**src/rtl/atq_pkg.sv**
```systemverilog
package atq_pkg;
   typedef enum logic [1:0] {
      DEC_NONE = 2'd0,
      DEC_DONE = 2'd1,
      DEC_KEEP = 2'd2
   } dec_e;

   function automatic int unsigned occ_bits(input int unsigned depth);
      return $clog2(depth + 1);
   endfunction
endpackage

```
**src/rtl/atq_out_counter.sv**
```systemverilog
module atq_out_counter #(
   parameter int unsigned OUT_W = 4
) (
   input  logic clk,
   input  logic rst_n,
   input  logic clr,
   input  logic inc,
   input  logic dec_req,
   output logic drained,
   output logic zero_next,
   output logic err_under,
   output logic err_over
);
   localparam logic [OUT_W-1:0] CNT_MAX = '1;
   localparam logic [OUT_W-1:0] CNT_ONE = OUT_W'(1);

   logic [OUT_W-1:0] cnt_q, cnt_d;
   logic             dec_ok, inc_ok;

   always_comb begin
      dec_ok    = dec_req && (cnt_q != '0);
      err_under = dec_req && (cnt_q == '0);
      err_over  = inc && !dec_ok && (cnt_q == CNT_MAX);
      inc_ok    = inc && !err_over;
      drained   = dec_ok && !inc && (cnt_q == CNT_ONE);
      cnt_d     = cnt_q;
      if (inc_ok && !dec_ok)
         cnt_d = cnt_q + CNT_ONE;
      else if (dec_ok && !inc_ok)
         cnt_d = cnt_q - CNT_ONE;
      if (clr)
         cnt_d = '0;
      zero_next = (cnt_d == '0);
   end

   always_ff @(posedge clk) begin
      if (!rst_n)
         cnt_q <= '0;
      else
         cnt_q <= cnt_d;
   end
endmodule

```
**src/rtl/atq_trig_fifo.sv**
```systemverilog
module atq_trig_fifo #(
   parameter int unsigned DEPTH = 16,
   parameter int unsigned ID_W  = 4,
   parameter int unsigned OCC_W = 5
) (
   input  logic             clk,
   input  logic             rst_n,
   input  logic             clr,
   input  logic             push,
   input  logic             pop_req,
   output logic             valid,
   output logic [ID_W-1:0]  head_id,
   output logic [OCC_W-1:0] occ,
   output logic             pop_ok,
   output logic             err_empty,
   output logic             err_full
);
   localparam logic [OCC_W-1:0] OCC_FULL = OCC_W'(DEPTH);
   localparam logic [OCC_W-1:0] OCC_ONE  = OCC_W'(1);

   logic [OCC_W-1:0] occ_q;
   logic [ID_W-1:0]  seq_q;
   logic             acc;

   assign valid     = (occ_q != '0);
   assign occ       = occ_q;
   assign pop_ok    = pop_req && valid;
   assign err_empty = pop_req && !valid;
   assign err_full  = push && (occ_q == OCC_FULL) && !pop_ok;
   assign acc       = push && !err_full;

   always_ff @(posedge clk) begin
      if (!rst_n || clr) begin
         occ_q <= '0;
         seq_q <= '0;
      end else begin
         if (acc && !pop_ok)
            occ_q <= occ_q + OCC_ONE;
         else if (pop_ok && !acc)
            occ_q <= occ_q - OCC_ONE;
         if (acc)
            seq_q <= seq_q + ID_W'(1);
      end
   end

   generate
      if (DEPTH == 1) begin : g_single
         logic [ID_W-1:0] slot_q;
         always_ff @(posedge clk) begin
            if (!rst_n)
               slot_q <= '0;
            else if (acc && !clr)
               slot_q <= seq_q;
         end
         assign head_id = slot_q;
      end else begin : g_ring
         localparam int unsigned PTR_W = $clog2(DEPTH);
         localparam logic [PTR_W-1:0] PTR_LAST = PTR_W'(DEPTH - 1);

         logic [ID_W-1:0]  mem_q [DEPTH];
         logic [PTR_W-1:0] rd_q, wr_q;

         function automatic logic [PTR_W-1:0] bump(input logic [PTR_W-1:0] p);
            return (p == PTR_LAST) ? '0 : p + PTR_W'(1);
         endfunction

         always_ff @(posedge clk) begin
            if (!rst_n || clr) begin
               rd_q <= '0;
               wr_q <= '0;
            end else begin
               if (acc)
                  wr_q <= bump(wr_q);
               if (pop_ok)
                  rd_q <= bump(rd_q);
            end
         end

         always_ff @(posedge clk) begin
            if (acc && !clr)
               mem_q[wr_q] <= seq_q;
         end

         assign head_id = valid ? mem_q[rd_q] : '0;
      end
   endgenerate
endmodule

```
**src/rtl/atq_decide.sv**
```systemverilog
module atq_decide #(
   parameter int unsigned OCC_W = 5
) (
   input  logic             clk,
   input  logic             rst_n,
   input  logic             clr,
   input  logic             pop_ok,
   input  logic [OCC_W-1:0] occ,
   input  logic             push,
   input  logic             zero_next,
   input  logic             err_any,
   output logic             done,
   output logic             notdone,
   output logic             busy,
   output logic             err
);
   import atq_pkg::*;

   dec_e dec_d, dec_q;
   logic busy_q, err_q;

   always_comb begin
      dec_d = DEC_NONE;
      if (pop_ok && !clr) begin
         if (zero_next && (occ == OCC_W'(1)) && !push)
            dec_d = DEC_DONE;
         else
            dec_d = DEC_KEEP;
      end
   end

   always_ff @(posedge clk) begin
      if (!rst_n) begin
         dec_q  <= DEC_NONE;
         busy_q <= 1'b0;
         err_q  <= 1'b0;
      end else begin
         dec_q <= dec_d;
         if (clr)
            busy_q <= 1'b1;
         else if (dec_d == DEC_DONE)
            busy_q <= 1'b0;
         if (err_any)
            err_q <= 1'b1;
      end
   end

   assign done    = (dec_q == DEC_DONE);
   assign notdone = (dec_q == DEC_KEEP);
   assign busy    = busy_q;
   assign err     = err_q;
endmodule

```
**src/rtl/atomic_drain_tracker.sv**
```systemverilog
module atomic_drain_tracker #(
   parameter int unsigned OUT_W = 4,
   parameter int unsigned DEPTH = 16,
   parameter int unsigned ID_W  = 4
) (
   input  logic            clk,
   input  logic            rst_n,
   input  logic            alloc_i,
   input  logic            issue_i,
   input  logic            issue_bypass_i,
   input  logic            resp_i,
   input  logic            trig_pop_i,
   output logic            trig_valid_o,
   output logic [ID_W-1:0] trig_id_o,
   output logic            done_o,
   output logic            notdone_o,
   output logic            free_o,
   output logic            wake_o,
   output logic            busy_o,
   output logic            err_o
);
   localparam int unsigned OCC_W   = atq_pkg::occ_bits(DEPTH);
   localparam int unsigned OUT_MAX = (1 << OUT_W) - 1;

   generate
      if (OUT_W < 2) begin : g_bad_w
         $error("OUT_W must be at least 2");
      end
      if (DEPTH < OUT_MAX) begin : g_bad_depth
         $error("DEPTH must cover the maximum outstanding count");
      end
      if (ID_W < 1) begin : g_bad_id
         $error("ID_W must be at least 1");
      end
   endgenerate

   logic             inc, dec_req, pop_req, bypass_err;
   logic             drained, zero_next, err_under, err_over;
   logic             pop_ok, err_empty, err_full, done;
   logic [OCC_W-1:0] occ;

   assign inc        = issue_i && !issue_bypass_i && !alloc_i;
   assign bypass_err = issue_i && issue_bypass_i && !alloc_i;
   assign dec_req    = resp_i && !alloc_i;
   assign pop_req    = trig_pop_i && !alloc_i;

   atq_out_counter #(.OUT_W(OUT_W)) u_cnt (
      .clk       (clk),
      .rst_n     (rst_n),
      .clr       (alloc_i),
      .inc       (inc),
      .dec_req   (dec_req),
      .drained   (drained),
      .zero_next (zero_next),
      .err_under (err_under),
      .err_over  (err_over)
   );

   atq_trig_fifo #(.DEPTH(DEPTH), .ID_W(ID_W), .OCC_W(OCC_W)) u_fifo (
      .clk       (clk),
      .rst_n     (rst_n),
      .clr       (alloc_i),
      .push      (drained),
      .pop_req   (pop_req),
      .valid     (trig_valid_o),
      .head_id   (trig_id_o),
      .occ       (occ),
      .pop_ok    (pop_ok),
      .err_empty (err_empty),
      .err_full  (err_full)
   );

   atq_decide #(.OCC_W(OCC_W)) u_dec (
      .clk       (clk),
      .rst_n     (rst_n),
      .clr       (alloc_i),
      .pop_ok    (pop_ok),
      .occ       (occ),
      .push      (drained),
      .zero_next (zero_next),
      .err_any   (bypass_err || err_under || err_over || err_empty || err_full),
      .done      (done),
      .notdone   (notdone_o),
      .busy      (busy_o),
      .err       (err_o)
   );

   assign done_o = done;
   assign free_o = done;
   assign wake_o = done;
endmodule

```
**config.mk**
```make
export PLATFORM = sky130hd
export DESIGN_NAME = atomic_drain_tracker
export DESIGN_NICKNAME = d
export VERILOG_FILES = /design/src/rtl/atq_pkg.sv /design/src/rtl/atq_out_counter.sv /design/src/rtl/atq_trig_fifo.sv /design/src/rtl/atq_decide.sv /design/src/rtl/atomic_drain_tracker.sv
export SDC_FILE = /design/constraint.sdc
export NUM_CORES = 1
export LEC_CHECK = 0
export BUFFER_PORTS_ARGS = -buffer_cell sky130_fd_sc_hd__clkbuf_2
export CORE_UTILIZATION = 25
export DETAILED_ROUTE_END_ITERATION = 16
export SETUP_SLACK_MARGIN = 0.3
export SLEW_MARGIN = 20
export SYNTH_ARGS = -nofsm -noshare
export SYNTH_HDL_FRONTEND = slang
export SYNTH_SLANG_ARGS = --single-unit
export TNS_END_PERCENT = 5
```
**constraint.sdc**
```tcl
create_clock -name clk -period 5.35 [get_ports clk]
set_input_delay 1.07 -clock clk [delete_from_list [all_inputs] [get_ports clk]]
set_output_delay 1.07 -clock clk [all_outputs]
set_load 0.05 [all_outputs]
```
==> results.sh <==
export IMPL_relSlewSlack=0.349
export IMPL_antenna_found_initial=0
export IMPL_layout_nets=341
export IMPL_cp_start_kind="register"
export IMPL_p_sw_uw=312
export IMPL_worstPathArrival_ns=2.83
export IMPL_setup_tns_ns=0
export IMPL_drtIter0Drc=224
export IMPL_core_area_mm2=0.0161
export IMPL_timing_hold_ws_ns=0.487
export IMPL_rows=46
export IMPL_slew_violations=0
export IMPL_drc=0
export IMPL_n_antenna_cell=0
export IMPL_cap_violations=0
export IMPL_clock_latency_ns=0.34
export IMPL_hold_path_class="register to register"
export IMPL_synthTopCellsByArea="edfxtp_1 46%, dfxtp_1 14%, mux4_2 11%"
export IMPL_path_max_fanout=16
export IMPL_synth_most_common_cell="edfxtp_1"
export IMPL_finalHoldViolCount=0
export IMPL_synth_edff_count=64
export IMPL_wl_per_cell_um=15.4
export IMPL_path_clk_slew_ns=0.07
export IMPL_via_count=2474
export IMPL_syn_to_final_growth_pct=14.3
export IMPL_yosysSeqAreaShare=0.598
export IMPL_ioPinCount=18
export IMPL_tightest_slew_ns=0.975
export IMPL_die_area_mm2=0.0173
export IMPL_swShare=0.214
export IMPL_synth_cell_type_count=46
export IMPL_p_per_area_mw_per_mm2=305
export IMPL_hold_buffers=0
export IMPL_netlist_area_mm2=0.00419
export IMPL_postSynthCellCount=307
export IMPL_fp_dieW_um=131
export IMPL_clkPwrFrac=0.451
export IMPL_synth_area_per_cell_um2=13.6
export IMPL_run_status="complete, no violations"
export IMPL_grt_pass1_wl_um=13200
export IMPL_power_mw=1.46
export IMPL_dr_pass1_iters=4
export IMPL_drt_vias_per_instance=4.56
export IMPL_leakagePower_nw=1.61
export IMPL_seqPwrFrac=0.522
export IMPL_fin_crit_sh=0.728
export IMPL_grt_use_total=0.101
export IMPL_fmax_mhz=257
export IMPL_start_util=0.260
export IMPL_rsz0062_at_grt="false"
export IMPL_postCtsSetupRepairBufs=0
export IMPL_die_y_um=131
export IMPL_clk_path_buf_depth=2
export IMPL_min_period_ns=3.90
export IMPL_finalSetupViolations=0
export IMPL_antenna_left=0
export IMPL_htreeDepth=3
export IMPL_worstPathRequired_ns=4.28
export IMPL_synth_common_cells="64 x edfxtp_1, 37 x nor2_1, 29 x dfxtp_1, 20 x mux4_2, 17 x nand2_1"
export IMPL_power_frac_comb=0.027
export IMPL_cts_sinks=93
export IMPL_p_int_mw=1.15
export IMPL_skew_ns=0.00778
export IMPL_grt_max_degree=22
export IMPL_yosys_area_top_type="edfxtp_1"
export IMPL_ir_drop_uv=147
export IMPL_dp_hpwl_um=6040
export IMPL_syn_nets=327
export IMPL_wirelength_um=8330
export IMPL_synth_top_area_share=0.459
export IMPL_endpoint_kind="primary output"
export IMPL_yosys_warnings=0
export IMPL_drive_gt1_frac=0.184
export IMPL_cts_repair_resized=0
export IMPL_async_flop_share=0
export IMPL_cts_tree="done"
export IMPL_numCtsBuffers=9
export IMPL_ys_seq_elements=93
export IMPL_place_gp_congestion=0.805
export IMPL_portBuffers=17
export IMPL_root_buffer="clkbuf_16"
export IMPL_synth_main_ff_cell="edfxtp_1"
export IMPL_grt_overflow_total=0
export IMPL_path_class="register to primary output"
export IMPL_grt_pass1_vias=2410
## critical path, cell delays in order, from the launching register on
cell	delay, ns
dfxtp_1	0.96
mux4_2	0.63
mux4_2	0.48
nor2b_1	0.15
clkbuf_2	0.27
## final cells by class
class / instances / area (um^2)
multi-input combinational: 189 / 1570
fill: 1636 / 11300
clock inverter: 7 / 90.1
sequential: 93 / 2500
timing repair buffer: 17 / 85.1
inverter: 11 / 41.3
clock buffer: 9 / 225
tap: 216 / 270
## power by group through the flow
stage | combinational (mW) | sequential [mW] | clock, mW
after floorplan | 0.0255 | 0.782 | 0
after global placement | 0.0381 | 0.779 | 0
after detailed placement | 0.0387 | 0.779 | 0
after CTS | 0.0389 | 0.763 | 0.679
after global routing | 0.0425 | 0.763 | 0.701
final | 0.0388 | 0.763 | 0.660
## sequential cells by signal (all words and copies together), names as in the netlist, named ones only
register and flops:
u_dec.err 1, u_fifo.seq_q 4, u_cnt.cnt_q 4, u_fifo.g_ring.wr_q 4, u_fifo.occ 5, u_fifo.g_ring.mem_q 64
u_fifo.g_ring.rd_q 4, u_dec.busy 1, u_dec.dec_q 2
## through the flow
| stage | instance area (um^2) | utilization | setup WS [ns] | std cells |
|---|---|---|---|---|
| floorplan | 4190 | - | 2.20 | 307 |
| global placement | 4470 | 0.277 | 1.40 | 526 |
| detailed placement | 4470 | 0.277 | 1.36 | 526 |
| CTS | 4780 | 0.297 | 1.36 | 542 |
| global route | 4780 | 0.297 | 1.22 | 542 |
| finish | 4780 | 0.297 | 1.45 | 542 |
## layout by cell type (no fill, tap or decap), types with 4 or more instances in the layout
cell       count
mux2i_1        7
xor2_1         6
dfxtp_1       29
nor3_1         8
nor2b_1       10
o21ai_0        8
nand3_1        6
mux4_2        20
a21oi_1        7
ha_1          13
clkbuf_2      17
clkbuf_16      9
inv_1         11
edfxtp_1      64
nor2_1        37
nand2_1       17
xnor2_1        5
nand2b_1       6
nand4_1        4
## final timing paths
path | startpoint | endpoint | slack, ns | depth (start not counted)
worst max-delay path | register | trig_id_o[3] | 1.45 | 4
worst min-delay path | u_dec.err | u_dec.err | 0.49 | 1
worst max register to register | u_cnt.cnt_q[0] | u_fifo.g_ring.mem_q[0][2] | 1.88 | 7
worst min register to register | u_dec.err | u_dec.err | 0.49 | 1
## metal layers
metal / wire (um) / part of all wire / vias to the layer above / GRT usage
met2: 3900 / 0.47 / 60 / 0.160
met3: 358 / 0.043 / 8 / 0.0266
met5: 0 / 0 / - / 0
met1: 3960 / 0.48 / 1225 / 0.133
li1: - / - / 1181 / -
met4: 116 / 0.014 / 0 / 0.0329
## cells by family after synthesis
group,after synthesis,synth area share
buffers and inverters,25,0.0275
muxes,27,0.124
xor gates and xnor gates,11,0.0230
DFF,93,0.598
adders and majority gates,13,0.0388
and+or+nand+nor,102,0.121
AOI/OAI and AO/OA,36,0.0675
No activity file was read; power rests on OpenSTA's default activity.
